<file path="config.mk">
export PLATFORM = sky130hd
export DESIGN_NAME = boot_alias_top
export DESIGN_NICKNAME = d
export VERILOG_FILES = /design/src/rtl/boot_alias_pkg.sv /design/src/rtl/boot_latch_ctl.sv /design/src/rtl/boot_addr_xlate.sv /design/src/rtl/boot_alias_top.sv
export SDC_FILE = /design/constraint.sdc
export NUM_CORES = 1
export LEC_CHECK = 0
export BUFFER_PORTS_ARGS = -buffer_cell sky130_fd_sc_hd__clkbuf_2
export CAP_MARGIN = 10
export CORE_MARGIN = 2
export CORE_UTILIZATION = 43
export CTS_BUF_LIST = sky130_fd_sc_hd__clkbuf_8
export DETAILED_ROUTE_END_ITERATION = 10
export PLACE_DENSITY = 0.78
export SETUP_SLACK_MARGIN = 0.2
export SYNTH_ARGS = -nofsm -noshare
export SYNTH_HDL_FRONTEND = slang
export SYNTH_SLANG_ARGS = --single-unit
</file>
<file path="constraint.sdc">
create_clock -name clk -period 1.9 [get_ports clk]
set_input_delay 0 -clock clk [delete_from_list [all_inputs] [get_ports clk]]
set_output_delay 0 -clock clk [all_outputs]
set_load 0.01 [all_outputs]
</file>
<file path="src/rtl/boot_alias_pkg.sv">
package boot_alias_pkg;

  typedef enum logic [1:0] {
    SRC_FLASH  = 2'd0,
    SRC_SYSMEM = 2'd1,
    SRC_SRAM   = 2'd2
  } boot_src_t;

  // Pin low always selects flash; pin high lets the option bit choose.
  function automatic boot_src_t decode_src(input logic pin, input logic opt);
    if (!pin)
      return SRC_FLASH;
    else if (opt)
      return SRC_SYSMEM;
    else
      return SRC_SRAM;
  endfunction

endpackage

</file>
<file path="src/rtl/boot_latch_ctl.sv">
module boot_latch_ctl
  import boot_alias_pkg::*;
#(
  parameter int LATCH_EDGE = 4
) (
  input  logic      clk,
  input  logic      rst,
  input  logic      wake_i,
  input  logic      pin_i,
  input  logic      opt_i,
  output boot_src_t src_o,
  output logic      valid_o
);

  localparam int CNT_W = $clog2(LATCH_EDGE + 1);
  localparam logic [CNT_W-1:0] LAST_CNT = CNT_W'(LATCH_EDGE - 1);

  logic [CNT_W-1:0] cnt_q;
  logic             armed_q;
  logic             valid_q;
  boot_src_t        src_q;

  always_ff @(posedge clk) begin
    if (rst) begin
      cnt_q   <= '0;
      armed_q <= 1'b1;
      valid_q <= 1'b0;
      src_q   <= SRC_FLASH;
    end else if (wake_i) begin
      cnt_q   <= '0;
      armed_q <= 1'b1;
      valid_q <= 1'b0;
    end else if (armed_q) begin
      if (cnt_q == LAST_CNT) begin
        src_q   <= decode_src(pin_i, opt_i);
        valid_q <= 1'b1;
        armed_q <= 1'b0;
      end else begin
        cnt_q <= cnt_q + 1'b1;
      end
    end
  end

  assign src_o   = src_q;
  assign valid_o = valid_q;


  src_legal_chk: assert property (@(posedge clk) disable iff (rst)
    src_q != 2'd3);


  src_hold_chk: assert property (@(posedge clk) disable iff (rst)
    (valid_q && $past(valid_q)) |-> $stable(src_q));


  wake_drop_chk: assert property (@(posedge clk) disable iff (rst)
    wake_i |=> !valid_q);


  capture_chk: assert property (@(posedge clk) disable iff (rst)
    $rose(valid_q) |-> (src_q == decode_src($past(pin_i), $past(opt_i))));

endmodule

</file>
<file path="src/rtl/boot_addr_xlate.sv">
module boot_addr_xlate
  import boot_alias_pkg::*;
#(
  parameter int               ADDR_W      = 32,
  parameter int               WIN_BITS    = 16,
  parameter logic [ADDR_W-1:0] FLASH_BASE  = 32'h0800_0000,
  parameter logic [ADDR_W-1:0] SYSMEM_BASE = 32'h1FFF_D800,
  parameter logic [ADDR_W-1:0] SRAM_BASE   = 32'h2000_0000
) (
  input  logic              clk,
  input  logic              rst,
  input  boot_src_t         src_i,
  input  logic [ADDR_W-1:0] addr_i,
  output logic [ADDR_W-1:0] addr_o
);

  localparam int HI_W = ADDR_W - WIN_BITS;

  logic              in_win;
  logic [ADDR_W-1:0] base;
  logic [ADDR_W-1:0] offset;
  logic [ADDR_W-1:0] addr_q;

  assign in_win = (addr_i[ADDR_W-1:WIN_BITS] == {HI_W{1'b0}});
  assign offset = {{HI_W{1'b0}}, addr_i[WIN_BITS-1:0]};

  always_comb begin
    unique case (src_i)
      SRC_SYSMEM: base = SYSMEM_BASE;
      SRC_SRAM:   base = SRAM_BASE;
      default:    base = FLASH_BASE;
    endcase
  end

  always_ff @(posedge clk) begin
    if (rst)
      addr_q <= '0;
    else if (in_win)
      addr_q <= base + offset;
    else
      addr_q <= addr_i;
  end

  assign addr_o = addr_q;


  pass_through_chk: assert property (@(posedge clk) disable iff (rst)
    (addr_i[ADDR_W-1:WIN_BITS] != {HI_W{1'b0}}) |=> (addr_o == $past(addr_i)));

endmodule

</file>
<file path="src/rtl/boot_alias_top.sv">
module boot_alias_top
  import boot_alias_pkg::*;
#(
  parameter int ADDR_W     = 32,
  parameter int WIN_BITS   = 16,
  parameter int LATCH_EDGE = 4
) (
  input  logic              clk,
  input  logic              rst,
  input  logic              wake_i,
  input  logic              boot_pin_i,
  input  logic              boot_opt_i,
  input  logic [ADDR_W-1:0] addr_i,
  output logic [1:0]        boot_sel_o,
  output logic              sel_valid_o,
  output logic [ADDR_W-1:0] mapped_addr_o
);

  boot_src_t src;

  boot_latch_ctl #(.LATCH_EDGE(LATCH_EDGE)) u_latch (
    .clk     (clk),
    .rst     (rst),
    .wake_i  (wake_i),
    .pin_i   (boot_pin_i),
    .opt_i   (boot_opt_i),
    .src_o   (src),
    .valid_o (sel_valid_o)
  );

  boot_addr_xlate #(.ADDR_W(ADDR_W), .WIN_BITS(WIN_BITS)) u_xlate (
    .clk    (clk),
    .rst    (rst),
    .src_i  (src),
    .addr_i (addr_i),
    .addr_o (mapped_addr_o)
  );

  assign boot_sel_o = src;

endmodule

</file>
# After elaboration in Yosys (flattened, before gate mapping)
# Cells that the tools add are included.
# word_totals
in_bits	37
ff_bits	39
output_inout_bits	35
# classes
n_mux	6
n_eq_ne	3
n_bitwise	2
reduce_logical	5
add_sub_neg	2
# ops
op	n
one-hot mux 30 bit (2 select lines)	1
2-to-1 mux 32 bit	1
adder 30 x 16 -> 31 bit	1
zero test 16 bit	1
2-to-1 mux 2 bit	2
AND reduction 2 bit	2
adder 3 x 1 -> 3 bit (second input constant)	1
equality test 3 x 2 -> 1 bit (second input constant)	1
AND reduction 3 bit	1
equality test 2 x 1 -> 1 bit (second input constant)	1
equality test 2 bit (second input constant)	1
2-to-1 mux 1 bit	2
NOT 1 bit	2
OR reduction 2 bit	1

# Depth between registers and ports, before layout
# Gate-level depths: netlist of run 1.
# depth
word_depth	4
depth_mapped	11
ltp_nobuf	10

# Modules after synthesis
# A second synthesis of run 1 with hierarchy kept.
# hier_totals
cells_unflattened	157
area_unflattened_um2	1551.5
# by_module_without_submodules
module	instances	cells_each	area_per_inst_um2
boot_addr_xlate	1	130	1253.7
boot_latch_ctl	1	27	297.8

# Worst setup path after synthesis of run 1
# OpenSTA, ideal clock, no wires.
# synth_timing
path_type	reg-to-reg
start	reg u_latch.src_q[0], in the netlist u_latch.src_o[0]
end	reg u_xlate.addr_q[18], in the netlist u_xlate.addr_o[18]
setup_ns	0.058
n_path_buf	1
period_less_slack_ns	2.182
path_slack_ns	-0.282
arrival_ns	2.125
path_stages_with_launch	11
cell_sequence	dfxtp_1 -> nor2b_1 -> buf_2 -> ha_1 -> nand2_1 -> o21bai_1 -> a21o_1 -> nand2_1 -> ha_1 -> a21oi_1 -> o21a_1
# synth_between
elab_chain_cells	4
elab_cells_between_ends	5
classes_between	add/sub: 1; eq/ne: 2; mux: 2
# synth_rtl
element	line_no	rtl
start: declaration	boot_latch_ctl.sv:21	boot_src_t src_q;
start signal: assignment	boot_latch_ctl.sv:35	src_q <= decode_src(pin_i, opt_i);
equality test 2 bit / equality test 2 x 1 -> 1 bit (equally long branches)	boot_addr_xlate.sv:28	unique case (src_i)
one-hot mux 30 bit (2 select lines) (*)	boot_addr_xlate.sv:28	
adder 30 x 16 -> 31 bit (*)	boot_addr_xlate.sv:39	addr_q <= base + offset;
2-to-1 mux 32 bit (*)	boot_addr_xlate.sv:38	else if (in_win)
end signal: assignment	boot_addr_xlate.sv:39	
end signal: assignment	boot_addr_xlate.sv:41	addr_q <= addr_i;
end: declaration	boot_addr_xlate.sv:22	logic [ADDR_W-1:0] addr_q;
# Mark *: on every way between the ends. The rest lies on a longest branch, timed or not.
# A chain may end at the register's enable or synchronous reset.

# Final worst setup path of run 1
# layout_timing
start	reg u_latch.src_q[0], in the netlist u_latch.src_o[0]
end	reg u_xlate.addr_q[15], in the netlist u_xlate.addr_o[15]
# The elaborated chain is that of the path after synthesis.

==> run_results.csv, run 1 <==
group,metric,value,unit
sta,period_needed,1.88,ns
synthesis,synth_area,1570,um2
critical_path,slowest_delay,0.34,ns
floorplanning,pin_count,72,
global_route,gr-total-overflow,0,
clock_network,root_buffer,"clkbuf_8",
global_route,grt_start_max_net_pins,24,
sta,drv_slew,0,
floorplanning,start_util,45.9,%
power_and_ir_drop,p_leak,1.21,nW
critical_path,cp_num_buf_inv,2,
power_and_ir_drop,vdd_drop_max,0.590,mV
clock_network,clk_pin_slew_worst_paths,0.07,ns
floorplanning,die_h,64.4,um
cells_and_area,syn_to_final_growth,65.7,%
power_and_ir_drop,p_total,1.84,mW
cells_and_area,regArea,786,um2
routing,route.antenna.remaining_nets,0,
floorplanning,rows,21,
synthesis,async_reset_ff_share,0,%
synthesis,synth_edf_count,0,
place,gp_congestion,0.821,
synthesis,postSynthAreaPerCell,9.99,um2
clock_network,clock_path_buffers,2,
routing,vias,1627,
critical_path,cp_cell_sequence,"nor2b_4 -> xor2_2 -> ha_2 -> buf_4 -> a31oi_2 -> o22ai_4 -> buf_4 -> a31o_2",
place,dp_cells,273,
clock_network,clock_latency,0.29,ns
synthesis,syn_inst,157,
sta,max_clock_freq,533,MHz
sta,finalSetupViolCount,0,
min_path,hp-class,"in -> reg",
cells_and_area,drive_above_1_share,48.0,%
floorplanning,die_w,64.4,um
routing,vias_per_cell,5.07,
sta,min_period_over_period,98.7,%
sta,worst_hold_slack,0.0349,ns
critical_path,path_max_fanout,5,
clock_network,clock_sinks,39,
synthesis,ys_ff_latch,39,
synthesis,synth.distinct_cells,41,
critical_path,crit_path_start_kind,"flop",
sta,rsz0062_at_grt,"true",
floorplanning,core,3420,um2
sta,final_hold_viol_count,0,
place,port_buffers,71,
sta,tightest_slew,0.447,ns
critical_path,cp.arrival,2.06,ns
sta,slew_headroom,70.2,%
sta,fin_worst_skew,0.00651,ns
place,hpwl,2.63,mm
critical_path,cpMaxStageDelayCell,"dfxtp_4",
global_route,grt_pass1_wl,7.29,mm
critical_path,critical_path_class,"reg -> reg",
synthesis,ys_seq_area_share,49.8,%
global_route,grt_pass1_vias,1647,
synthesis,yosys_warnings,0,
critical_path,critPathTopFamily,"compound AO/OA/AOI/OAI gates",
cells_and_area,final_core_util,76.1,%
critical_path,endpoint_kind,"flop",
critical_path,critPathMostFrequentCell,"buf_4",
routing,firstDrtPassIters,4,
outcome,status,"completed",
synthesis,synth_nets,201,
job,maxCapViolations,0,
clock_network,cts_max_level,2,
cells_and_area,multi_input_area,841,um2
routing,drt-total-wl,4.96,mm
routing,drt_iter0_markers,126,
critical_path,worstPathRequired,2.08,ns
power_and_ir_drop,power.density,707,nW/um2
routing,drc,0,
cells_and_area,fin_nets,318,
cells_and_area,n_antenna_cell,0,
global_route,antenna_found_initial,0,
clock_network,tritoncts,"done",
synthesis,synth_flop_cell,"dfxtp_1",
clock_network,cts_buffers,5,
cells_and_area,fillers,219,
cells_and_area,fin_cells,321,
floorplanning,dieArea,4150,um2
global_route,grt_use_total,23.4,%
routing,wl_per_cell,15.4,um
registers in the layout (all words and copies together) (netlist names):
register         cells
u_xlate.addr_o      32
u_latch.valid_o      1
u_latch.armed_q      1
u_latch.src_o        2
u_latch.cnt_q        3
cell usage after synthesis, types with 3 or more instances:
| master | number | area (um2) |
|---|---|---|
| a21oi_1 | 18 | 90.1 |
| nand2_1 | 5 | 18.8 |
| inv_1 | 6 | 22.5 |
| nor4_2 | 3 | 37.5 |
| xor2_1 | 3 | 26.3 |
| ha_1 | 7 | 87.6 |
| nor3_1 | 3 | 15.0 |
| o21ai_0 | 5 | 25.0 |
| nor2_1 | 14 | 52.6 |
| o21ba_2 | 3 | 30.0 |
| dfxtp_1 | 39 | 781 |
| nor2b_1 | 13 | 81.3 |
routing by layer:
metal  track usage [%]  up-vias  routed length [um]
met3              5.99       18                 378
met1              24.5      750                1870
met5                 0        -                   0
met4              14.6        0                 166
met2              41.4       83                2540
li1                  -      776                   -
stage by stage:
stage,setup TNS [ns],cell area [um2],worst slack [ns]
after floorplan,0,1610,0.0441
after global placement,0,2020,0.133
after detailed placement,0,2020,0.0515
after CTS,0,2470,0.106
after global routing,-0.0474,2600,-0.0303
final,0,2600,0.0249
power by group:
group | internal (mW) | switching, mW
Combinational | 0.136 | 0.120
Clock | 0.425 | 0.289
Sequential | 0.854 | 0.0130
timing repair:
item,CTS,global route
endpoints found under the hold margin,33,0
gates resized for setup,0,20
buffers inserted,5,5
endpoints found under the setup margin,7,18
hold buffers,30,0
pin swaps,11,8
final timing paths:
path	start	to	slack (ns)	cells past startpoint
min reg2reg	u_latch.cnt_q[2]	u_latch.cnt_q[2]	0.51	2
max reg2reg	u_latch.src_o[0]	u_xlate.addr_o[15]	0.02	8
min	addr_i[14]	u_xlate.addr_o[14]	0.03	3
max	u_latch.src_o[0]	u_xlate.addr_o[15]	0.02	8
cell type report:
class / instances / area share [%]
clock buffer: 6 / 3.18
clock inverter: 2 / 1.35
inverter: 6 / 0.866
multi-input combinational: 105 / 32.3
sequential: 39 / 30.2
tap: 46 / 2.21
timing repair buffer: 117 / 29.8
worst register-to-register path: stages (launching register included):
cell and delay (ns):
dfxtp_4 0.34, nor2b_4 0.24, xor2_2 0.10, ha_2 0.19, buf_4 0.14, a31oi_2 0.25, o22ai_4 0.14, buf_4 0.15
a31o_2 0.22
cells in the final DEF (no fill, tap or decap), types with 3 or more instances in the layout:
master / instances
inv_1: 5
clkbuf_8: 6
nor3_1: 3
nor2b_1: 11
o21ai_0: 3
clkbuf_2: 71
dfxtp_1: 37
dlygate4sd3_1: 30
ha_1: 4
nand2_1: 3
nor2_1: 14
buf_4: 16
a21oi_2: 8
a21oi_1: 10
o21ba_2: 3
cells by family (layout without fill, tap and decap cells):
kind of cell,Yosys count,count (layout),share of synthesized area (%)
compound gates,39,39,16.3
mux,1,1,0.638
flops,39,39,49.8
simple gates,54,54,21.4
xor+xnor,4,4,2.23
fa+ha+maj,7,7,5.58
buf+inv,13,131,4.15
Note: power is estimated with default switching activity, not from simulation.
==> inputs of run 2 (changes only) <==
--- a/config.mk
+++ b/config.mk
@@ -11,8 +11,10 @@
 export CORE_UTILIZATION = 43
 export CTS_BUF_LIST = sky130_fd_sc_hd__clkbuf_8
 export DETAILED_ROUTE_END_ITERATION = 10
+export MAX_ROUTING_LAYER = met4
 export PLACE_DENSITY = 0.78
 export SETUP_SLACK_MARGIN = 0.2
+export SLEW_MARGIN = 20
 export SYNTH_ARGS = -nofsm -noshare
 export SYNTH_HDL_FRONTEND = slang
 export SYNTH_SLANG_ARGS = --single-unit
==> run 2 against run 1 <==
Effect of this change: maximum frequency increased by 0.37%; sequential power about the same; hold slack improved by 0.0034 ns; setup slack improved by 0.0070 ns; critical path depth unchanged; register-to-register slack about the same; flip-flop and latch count unchanged.
==> run_results.csv, run 2 (synthesis gave the netlist of run 1 again) <==
group,metric,value,unit
outcome,status,"completed",
place,port_buffers,71,
clock_network,clk_pin_slew_worst_paths,0.07,ns
sta,drv_slew,0,
cells_and_area,syn_to_final_growth,65.7,%
power_and_ir_drop,pwr-share-seq,47.3,%
critical_path,cp_cell_sequence,"nor2b_4 -> xor2_2 -> ha_2 -> buf_4 -> a31oi_2 -> o22ai_4 -> buf_4 -> a31o_2",
cells_and_area,fin_nets,318,
global_route,grt_busiest_layer,"met2",
global_route,grtUsageMet3,5.46,%
floorplanning,start_util,45.9,%
floorplanning,rows,21,
sta,max_clock_freq,535,MHz
sta,tightest_slew,0.472,ns
cells_and_area,multi_input_area,841,um2
critical_path,cpMaxStageDelayCell,"dfxtp_4",
floorplanning,die_h,64.4,um
routing,firstDrtPassIters,4,
place,dpl_cell_area,2020,um2
place,gp_congestion,0.833,
clock_network,tritoncts,"done",
floorplanning,core,3420,um2
place,hpwl,2.63,mm
cells_and_area,final_cell_mix,"clkbuf_2 (71), dfxtp_1 (37), dlygate4sd3_1 (30)",
sta,final_hold_viol_count,0,
power_and_ir_drop,p_switching,420,uW
power_and_ir_drop,p_leak,1.21,nW
sta,min_period_over_period,98.3,%
routing,wl_per_cell,15.5,um
global_route,gr-total-overflow,0,
min_path,whs_path_depth,3,
cells_and_area,regArea,786,um2
critical_path,crit_path_start_kind,"flop",
sta,fin_worst_skew,0.00927,ns
routing,drt-total-wl,4.99,mm
power_and_ir_drop,p_total,1.84,mW
power_and_ir_drop,power.density,706,nW/um2
critical_path,cp.arrival,2.05,ns
routing,vias_per_cell,5.10,
power_and_ir_drop,vdd_drop_max,0.587,mV
clock_network,cts_max_level,2,
min_path,hp-class,"in -> reg",
global_route,grt_pass1_vias,1649,
sta,slew_headroom,68.5,%
floorplanning,pin_count,72,
cells_and_area,fillers,219,
critical_path,path_max_fanout,5,
routing,route.antenna.remaining_nets,0,
routing,vias,1636,
power_and_ir_drop,p_sw_share,22.9,%
cells_and_area,final_core_util,76.1,%
clock_network,clock_sinks,39,
global_route,grt_start_max_net_pins,24,
global_route,gr-usage-met2,41.4,%
sta,period_needed,1.87,ns
critical_path,critical_path_class,"reg -> reg",
critical_path,cp_num_buf_inv,2,
floorplanning,die_w,64.4,um
cells_and_area,drive_above_1_share,48.0,%
sta,finalSetupViolCount,0,
global_route,grt_use_met1,24.8,%
floorplanning,dieArea,4150,um2
power_and_ir_drop,combPwrFrac,14.0,%
critical_path,critPathMostFrequentCell,"buf_4",
clock_network,clock_latency,0.29,ns
cells_and_area,fin_area,2600,um2
job,maxCapViolations,0,
clock_network,root_buffer,"clkbuf_8",
critical_path,critPathTopFamily,"compound AO/OA/AOI/OAI gates",
critical_path,slowest_delay,0.34,ns
routing,drt_iter0_markers,140,
clock_network,clock_path_buffers,2,
cells_and_area,largest_reg_flops,32,
global_route,antenna_found_initial,0,
critical_path,endpoint_kind,"flop",
critical_path,crit_cells,8,
cells_and_area,n_antenna_cell,0,
global_route,grt_pass1_wl,7.28,mm
cells_and_area,layout_commonest_cell,"clkbuf_2",
power_and_ir_drop,clock_power_share,38.8,%
power_and_ir_drop,cellInternalPower,1.42,mW
clock_network,cts_buffers,5,
critical_path,ff2ff_path_depth,8,
critical_path,worstPathRequired,2.08,ns
global_route,grt_use_total,24.0,%
routing,drc,0,
sta,rsz0062_at_grt,"true",
[run 2: what timing repair did]
action,4_1_cts,5_1_grt
pin swaps,11,8
hold buffers,30,0
endpoints found under the setup margin,7,18
setup buffers,5,5
endpoints found under the hold margin,33,0
resized for setup,0,20
[run 2: through the flow]
stage          TNS [ns]  hold slack (ns)  instances  setup WS [ns]
5_1_grt         -0.0496           0.0449        321        -0.0284
3_3_place_gp          0            0.208        273          0.133
2_1_floorplan         0           0.0774        157         0.0441
3_5_place_dp          0            0.212        273         0.0515
6_report              0           0.0383        321         0.0319
4_1_cts               0           0.0114        316          0.106
[run 2: area by class of cell]
type / count / share of cell area (%)
multi-input combinational: 105 / 32.3
timing repair buffer: 117 / 29.8
clock inverter: 2 / 1.35
clock buffer: 6 / 3.18
tap: 46 / 2.21
inverter: 6 / 0.866
sequential: 39 / 30.2
[run 2: power groups by stage]
stage	Clock (mW)	Sequential, mW	Combinational (mW)
after floorplan	0	0.903	0.0642
after global placement	0	0.883	0.180
after detailed placement	0	0.885	0.182
after CTS	0.723	0.866	0.235
after global routing	0.762	0.870	0.277
final	0.712	0.868	0.256
[run 2: worst min-delay path, cell delays in order]
cell and delay (ns):
clkbuf_2 0.12, nor2_1 0.11, a211oi_1 0.05
[run 2: final timing paths]
kind                                  startpoint            endpoint  slack, ns
worst max-delay path            u_latch.src_o[0]  u_xlate.addr_o[15]       0.03
worst max register to register  u_latch.src_o[0]  u_xlate.addr_o[15]       0.03
worst min-delay path                  addr_i[14]  u_xlate.addr_o[14]       0.04
worst min register to register  u_latch.cnt_q[2]    u_latch.cnt_q[2]       0.51
[run 2: routing by layer]
layer,routed length [um],part of all wire [%]
met5,0,0
met4,165,3.3
met2,2540,51
met1,1930,39
met3,345,6.9
